==> src/rtl/owb_pkg.sv <==
package owb_pkg;
  localparam int STAT_W   = 3;
  localparam int STAT_ID  = 0;
  localparam int STAT_CMP = 1;
  localparam int STAT_DIR = 2;

  typedef enum logic [2:0] {
    ST_IDLE,
    ST_RD_ID,
    ST_RD_CMP,
    ST_DECIDE,
    ST_WR,
    ST_REPORT
  } owb_state_e;

  function automatic logic [STAT_W-1:0] pack_stat(input logic id_b, input logic cmp_b,
                                                  input logic dir_b);
    logic [STAT_W-1:0] s;
    s = '0;
    s[STAT_ID]  = id_b;
    s[STAT_CMP] = cmp_b;
    s[STAT_DIR] = dir_b;
    return s;
  endfunction
endpackage

==> src/rtl/owb_seq_fsm.sv <==
module owb_seq_fsm
  import owb_pkg::*;
(
  input  logic       clk,
  input  logic       rst_n,
  input  logic       start,
  input  logic       slot_done,
  input  logic       err,
  output owb_state_e state,
  output logic       accept,
  output logic       cap_id_en,
  output logic       cap_cmp_en,
  output logic       stat_en
);
  owb_state_e state_nxt;

  always_comb begin
    state_nxt = state;
    case (state)
      ST_IDLE:   if (start)     state_nxt = ST_RD_ID;
      ST_RD_ID:  if (slot_done) state_nxt = ST_RD_CMP;
      ST_RD_CMP: if (slot_done) state_nxt = ST_DECIDE;
      ST_DECIDE: state_nxt = err ? ST_REPORT : ST_WR;
      ST_WR:     if (slot_done) state_nxt = ST_REPORT;
      ST_REPORT: state_nxt = ST_IDLE;
      default:   state_nxt = ST_IDLE;
    endcase
  end

  always_ff @(posedge clk or negedge rst_n) begin
    if (!rst_n) state <= ST_IDLE;
    else        state <= state_nxt;
  end

  assign accept     = (state == ST_IDLE) && start;
  assign cap_id_en  = (state == ST_RD_ID) && slot_done;
  assign cap_cmp_en = (state == ST_RD_CMP) && slot_done;
  assign stat_en    = (state == ST_DECIDE);
endmodule

==> src/rtl/owb_bit_capture.sv <==
module owb_bit_capture (
  input  logic clk,
  input  logic rst_n,
  input  logic accept,
  input  logic pref_in,
  input  logic cap_id_en,
  input  logic cap_cmp_en,
  input  logic rdata,
  output logic id_q,
  output logic cmp_q,
  output logic pref_q
);
  always_ff @(posedge clk or negedge rst_n) begin
    if (!rst_n) begin
      id_q   <= 1'b0;
      cmp_q  <= 1'b0;
      pref_q <= 1'b0;
    end else begin
      if (accept)     pref_q <= pref_in;
      if (cap_id_en)  id_q   <= rdata;
      if (cap_cmp_en) cmp_q  <= rdata;
    end
  end
endmodule

==> src/rtl/owb_branch_decide.sv <==
module owb_branch_decide
  import owb_pkg::*;
(
  input  logic              id_b,
  input  logic              cmp_b,
  input  logic              pref_b,
  output logic              err,
  output logic [STAT_W-1:0] stat_nxt
);
  logic dir_b;

  always_comb begin
    err   = id_b & cmp_b;
    dir_b = 1'b0;
    if (!id_b && !cmp_b) dir_b = pref_b;
    else if (!err)       dir_b = id_b;
    stat_nxt = pack_stat(id_b, cmp_b, dir_b);
  end
endmodule

==> src/rtl/owb_search_step.sv <==
module owb_search_step
  import owb_pkg::*;
#(
  parameter int RST_STAGES = 2
) (
  input  logic              clk,
  input  logic              rst_n,
  input  logic              start,
  input  logic              pref_dir,
  output logic              busy,
  output logic              slot_req,
  output logic              slot_write,
  output logic              slot_wdata,
  input  logic              slot_done,
  input  logic              slot_rdata,
  output logic              stat_valid,
  output logic [STAT_W-1:0] stat
);
  logic [RST_STAGES-1:0] rst_sync;
  logic                  rst_core_n;

  always_ff @(posedge clk or negedge rst_n) begin
    if (!rst_n) rst_sync <= '0;
    else        rst_sync <= {rst_sync[RST_STAGES-2:0], 1'b1};
  end
  assign rst_core_n = rst_sync[RST_STAGES-1];

  owb_state_e        state;
  logic              accept, cap_id_en, cap_cmp_en, stat_en, err;
  logic              id_q, cmp_q, pref_q;
  logic [STAT_W-1:0] stat_nxt, stat_q;

  owb_seq_fsm u_fsm (
    .clk        (clk),
    .rst_n      (rst_core_n),
    .start      (start),
    .slot_done  (slot_done),
    .err        (err),
    .state      (state),
    .accept     (accept),
    .cap_id_en  (cap_id_en),
    .cap_cmp_en (cap_cmp_en),
    .stat_en    (stat_en)
  );

  owb_bit_capture u_cap (
    .clk        (clk),
    .rst_n      (rst_core_n),
    .accept     (accept),
    .pref_in    (pref_dir),
    .cap_id_en  (cap_id_en),
    .cap_cmp_en (cap_cmp_en),
    .rdata      (slot_rdata),
    .id_q       (id_q),
    .cmp_q      (cmp_q),
    .pref_q     (pref_q)
  );

  owb_branch_decide u_dec (
    .id_b     (id_q),
    .cmp_b    (cmp_q),
    .pref_b   (pref_q),
    .err      (err),
    .stat_nxt (stat_nxt)
  );

  always_ff @(posedge clk or negedge rst_core_n) begin
    if (!rst_core_n)  stat_q <= '0;
    else if (stat_en) stat_q <= stat_nxt;
  end

  assign busy       = (state != ST_IDLE);
  assign slot_req   = (state == ST_RD_ID) || (state == ST_RD_CMP) || (state == ST_WR);
  assign slot_write = (state == ST_WR);
  assign slot_wdata = (state == ST_WR) ? stat_q[STAT_DIR] : 1'b0;
  assign stat_valid = (state == ST_REPORT);
  assign stat       = stat_q;
endmodule

==> config.mk <==
export PLATFORM = sky130hd
export DESIGN_NAME = owb_search_step
export DESIGN_NICKNAME = d
export VERILOG_FILES = /design/src/rtl/owb_pkg.sv /design/src/rtl/owb_seq_fsm.sv /design/src/rtl/owb_bit_capture.sv /design/src/rtl/owb_branch_decide.sv /design/src/rtl/owb_search_step.sv
export SDC_FILE = /design/constraint.sdc
export NUM_CORES = 1
export LEC_CHECK = 0
export BUFFER_PORTS_ARGS = -buffer_cell sky130_fd_sc_hd__buf_2
export CAP_MARGIN = 30
export CORE_MARGIN = 1.5
export CORE_UTILIZATION = 30
export DETAILED_ROUTE_END_ITERATION = 7
export PLACE_DENSITY_LB_ADDON = 0.3
export RECOVER_POWER = 50
export SKIP_LAST_GASP = 1
export SLEW_MARGIN = 15
export SYNTH_ARGS = -nofsm -noshare
export SYNTH_HDL_FRONTEND = slang
export SYNTH_SLANG_ARGS = --single-unit
==> constraint.sdc <==
create_clock -name clk -period 1.21 [get_ports clk]
set_input_delay 0.0605 -clock clk [delete_from_list [all_inputs] [get_ports clk]]
set_output_delay 0.0605 -clock clk [all_outputs]
set_load 0.02 [all_outputs]
==> results.yml, run 1 <==
drt:
  ant_nets: 0
  drt_wl_total_mm: 1.119
  routed.top_layer: "met4"
  firstDrtPassIters: 2
  wirelength_met1_microns: 468
  viasPerCell: 4.856
  drt_iter0_markers: 6
  drc_errors: 0
  dr_wl_met3_microns: 47
  routedWlPerCell_microns: 12.43
  wl_met2_microns: 591
  vias: 437
clock_tree:
  htree_levels: 1
  clockBufferDepth: 2
  numCtsBuffers: 3
  path_clk_slew_ps: 70
  tritoncts: "yes"
  cts.sinks: 11
  root_buffer: "clkbuf_4"
  insertion_delay_ps: 270
logic_synthesis:
  ys_top_cells_by_count: "dfrtp_1 (11), mux2_2 (5), nand2_1 (4)"
  synthFlopType: "dfrtp_1"
  async_reset_ff_share_pct: 100.0
  post-synth-top-count-cell: "dfrtp_1"
  ys_seq_area_share_pct: 52.51
  ys_ff_latch: 11
  synth_cell_types: 23
  mappedNetlistArea_sq_um: 524.3
  synth_top_area_share_pct: 52.51
  syn_nets: 51
  synth_edf_count: 0
  ys_warn_count: 0
  synth_top_area_cell: "dfrtp_1"
  synth_area_leaders: "dfrtp_1 (53%), mux2_2 (11%), buf_4 (2.9%), nand2_1 (2.9%), nand3b_1 (2.9%)"
  postSynthAreaPerCell_sq_um: 11.65
  postSynthCellCount: 45
job:
  drv_cap: 0
worst_setup_path:
  crit_fanout: 3
  critPathLaunchType: "flip-flop"
  crit_type: "flip-flop to output port"
  endpoint_kind: "output port"
  cp_data_arrival_time_ps: 1380
  critPathRequiredTime_ps: 1150
layout:
  finalNetCount: 81
  layout-drive-gt1-share_pct: 63.51
  num_antenna_cells: 0
  syn_to_final_growth_pct: 55.61
worst_hold_path:
  hold_class: "primary input to flip-flop"
placed_design:
  place_congestion: 0.7511
  io_buffers: 13
  hpwl_microns: 729.4
pwr:
  swShare_pct: 37.40
  p_leak_uw: 0.0003980
  power_frac_comb_pct: 60.3
  power_uw: 2203
  clock_power_share_pct: 11.0
  ir_drop_mv: 1.326
  p_per_area_nw_per_um2: 2700
  p_int_uw: 1379
  switchingPower_uw: 823.8
  seqPwrFrac_pct: 28.7
global_routing:
  grt_first_pass_wirelength_mm: 1.869
  grt_max_degree: 10
  antenna_found_initial: 0
  grtUsageTotal_pct: 13.11
  first_global_vias: 465
  gr-total-overflow: 0
die:
  row_count: 14
  die_y_microns: 44.81
  die-area_sq_um: 2007
  core_area_sq_um: 1577
  start_util_pct: 33.25
  ios: 14
  die_x_microns: 44.81
status:
  violations: "negative setup slack"
  status: "complete, but fails checks"
sta:
  clock.fmax_mhz: 693.1
  tns_ps: -2026
  period_needed_ps: 1443
  fin_skew_ps: 2.972
  hold-worst-slack_ps: 37.46
  final_hold_viol_count: 0
  drv_slew: 0
  setup_ws_ps: -232.8
  period_share_pct: 119.2
  setup_viol: 14
  rsz0062_at_grt: "yes"
-- routing by layer --
metal	up-vias	global-route usage [%]
met4	0	8.824
met3	2	3.200
met5	-	0
met2	14	22.32
met1	204	14.36
li1	217	-
-- flip-flops by register name, summed over array words and instances (netlist names) --
signal	cells
rst_sync	2
stat	3
u_cap.pref_q	1
u_fsm.state	3
u_cap.cmp_q	1
u_cap.id_q	1
-- area by class of cell --
type                    count  area (sq um)
well taps                  16         20.02
fillers                   143         760.7
multi-input cells          30         274.0
clock buffers               3         22.52
clock inverters             1         5.005
flip-flops and latches     11         276.5
inverters                   1         6.256
repair buffers             28         211.5
-- through the flow --
step           utilization (%)  setup slack (ps)  std cells  cell area (sq um)
2_1_floorplan                -            -14.56         45              529.3
3_3_place_gp             41.11            -109.4         79              648.1
3_5_place_dp             41.11            -99.85         79              648.1
4_1_cts                  50.00            -259.8         90              788.3
5_1_grt                  51.75            -291.6         90              815.8
6_report                 51.75            -232.8         90              815.8
-- critical path, stage by stage, from the launching register on --
cell	delay (ps)
dfrtp_1	380
or3b_4	430
inv_4	60
and2_4	120
buf_4	130
-- cells by family (layout without fill, tap and decap cells) --
family | after synthesis | after routing | share of synthesized area (%)
AOI/OAI and AO/OA | 6 | 6 | 6.920
other | 1 | 1 | 0.7153
buffers and inverters | 4 | 33 | 5.726
xor gates and xnor gates | 1 | 1 | 1.671
DFF | 11 | 11 | 52.51
muxes | 5 | 5 | 10.74
and+or+nand+nor | 17 | 17 | 21.72
-- what timing repair did --
action | 4_1_cts | 5_1_grt
hold buffers | 1 | 0
endpoints found under the hold margin | 2 | 0
resized for setup | 16 | 8
pin swaps | 3 | 2
buffers inserted | 6 | 0
endpoints found under the setup margin | 9 | 14
-- power groups by stage --
stage	Combinational [uW]	Sequential (uW)	Clock [uW]
floorplan	601	664	0
global placement	900	664	0
detailed placement	897	667	0
CTS	1220	628	261
global route	1430	656	280
finish	1330	632	243
-- cell usage in the layout (no fill, tap or decap), types with 2 or more instances in the layout --
master,instances
buf_4,12
dfrtp_1,10
buf_2,8
buf_6,6
mux2_4,4
nand2_1,3
clkbuf_4,3
nand3b_1,2
-- path summary, 6_finish.rpt --
check / start / endpoint / slack (ps) / depth (start not counted)
min reg2reg: rst_sync[1] / stat[2] / 150 / 0
max: u_fsm.state[0] / slot_wdata / -230 / 4
min in group asynchronous: rst_n / rst_sync[0] / 100 / 2
max in group asynchronous: rst_sync[1] / u_fsm.state[2] / 770 / 0
min: pref_dir / u_cap.pref_q / 40 / 2
max reg2reg: u_fsm.state[0] / stat[1] / -200 / 5
Note: power is estimated with default switching activity, not from simulation.
==> run 2, diff against run 1 <==
- SKIP_CTS_REPAIR_TIMING: default -> 1
==> run 2 against run 1 <==
Compared with the run above:
- the flow still finishes with violations (negative setup slack)
- critical endpoint unchanged
- total power grew 3.9%
- non-clock buffer count grew 1
- via count grew 2.3%
- critical path depth is the same
- first-iteration DRC count grew 67%
- sequential power grew 5.7%
- register-to-register slack gained 80 ps
==> results.yml, run 2 (synthesized netlist as in run 1, its figures left out) <==
clock_tree:
  insertion_delay_ps: 270
  clockBufferDepth: 2
  htree_levels: 1
  cts.sinks: 11
  path_clk_slew_ps: 70
  numCtsBuffers: 3
  root_buffer: "clkbuf_4"
  tritoncts: "yes"
die:
  row_count: 14
  core_area_sq_um: 1577
  ios: 14
  die_y_microns: 44.81
  start_util_pct: 33.25
  die_x_microns: 44.81
  die-area_sq_um: 2007
worst_setup_path:
  crit_type: "flip-flop to output port"
  critPathLaunchType: "flip-flop"
  critPathRequiredTime_ps: 1150
  crit_fanout: 4
  endpoint_kind: "output port"
  cp_data_arrival_time_ps: 1410
drt:
  drt_wl_total_mm: 1.169
  ant_nets: 0
  drt_iter0_markers: 10
  routedWlPerCell_microns: 12.85
  vias: 447
  viasPerCell: 4.912
  drc_errors: 0
  firstDrtPassIters: 4
global_routing:
  first_global_vias: 401
  antenna_found_initial: 0
  gr-total-overflow: 0
  grt_max_degree: 10
  grtUsageTotal_pct: 11.59
  grt_first_pass_wirelength_mm: 1.642
layout:
  layout_commonest_cell: "buf_6"
  layout-drive-gt1-share_pct: 64.00
  finalNetCount: 82
  final_util_pct: 53.97
  fill_cells: 140
  layout_common_cells: "buf_6 (11), buf_2 (9), dfrtp_1 (9)"
  syn_to_final_growth_pct: 62.29
  num_antenna_cells: 0
placed_design:
  hpwl_microns: 729.4
  io_buffers: 13
  place_congestion: 0.7511
  pre_cts_slack_ps: -99.85
pwr:
  p_leak_uw: 0.0004109
  p_per_area_nw_per_um2: 2690
  swShare_pct: 37.67
  ir_drop_mv: 1.310
  power_frac_comb_pct: 60.1
  clock_power_share_pct: 10.7
  p_int_uw: 1426
  switchingPower_uw: 862.1
  seqPwrFrac_pct: 29.2
job:
  drv_cap: 0
sta:
  tns_ps: -1739
  period_needed_ps: 1474
  clock.fmax_mhz: 678.4
  hold-worst-slack_ps: 36.67
  period_share_pct: 121.8
  setup_viol: 12
  setup_ws_ps: -264.0
  rsz0062_at_grt: "yes"
  final_hold_viol_count: 0
  fin_skew_ps: 5.034
  drv_slew: 0
worst_hold_path:
  hold_class: "primary input to flip-flop"
status:
  status: "complete, but fails checks"
  violations: "negative setup slack"
==> run 2: cell count changes in the layout (fill, tap and decap cells not counted) <==
cell / previous run / this run
a21oi_2: 1 / 0
mux2_4: 4 / 5
o31ai_4: 0 / 1
a21oi_1: 0 / 1
buf_2: 8 / 9
dfrtp_2: 1 / 2
buf_4: 12 / 7
mux2_2: 1 / 0
o31ai_1: 1 / 0
o21ai_2: 1 / 0
o21ai_1: 0 / 1
dfrtp_1: 10 / 9
buf_6: 6 / 11
==> run 2: power groups by stage <==
stage	registers [uW]	clock network [uW]	logic [uW]
after floorplan	664	0	601
after global placement	664	0	900
after detailed placement	667	0	897
after CTS	661	261	898
after global routing	689	280	1480
final	668	246	1370
==> run 2: path summary, 6_finish.rpt <==
check                                     from  cells past startpoint        endpoint  slack, ps
worst min register to register     rst_sync[1]                      0         stat[1]        150
min in group asynchronous                rst_n                      2     rst_sync[0]        100
worst max-delay path            u_fsm.state[1]                      4      slot_wdata       -260
worst max register to register  u_fsm.state[1]                      4         stat[1]       -120
max in group asynchronous          rst_sync[1]                      0  u_fsm.state[1]        770
worst min-delay path                  pref_dir                      2    u_cap.pref_q         40
==> run 2: critical path, cell delays in order (launching register included) <==
cell and delay [ps]:
dfrtp_2 420, or3b_4 430, inv_4 60, and2_4 130
buf_6 100
==> run 2: layer usage <==
metal  GRT usage (%)  up-vias  share of wire [%]
li1                -      215                  -
met1           12.28      216                 42
met2           19.42       14                 53
met3           3.200        2                4.2
met4           8.824        0               0.94
met5               0        -                  0
==> run 2: area by class of cell <==
class | count | area, sq um | share of cell area, %
Clock buffer | 3 | 22.52 | 2.647
Clock inverter | 1 | 5.005 | 0.5882
Sequential cell | 11 | 277.8 | 32.65
Tap cell | 16 | 20.02 | 2.353
Multi-Input combinational cell | 30 | 284.0 | 33.38
Inverter | 1 | 6.256 | 0.7353
Timing Repair Buffer | 29 | 235.2 | 27.65
==> run 2: stage by stage <==
step	cells	instance area (sq um)	total power, uW
6_report	91	850.8	2289
5_1_grt	91	850.8	2453
4_1_cts	83	675.6	1820
3_5_place_dp	79	648.1	1564
3_3_place_gp	79	648.1	1564
2_1_floorplan	45	529.3	1265
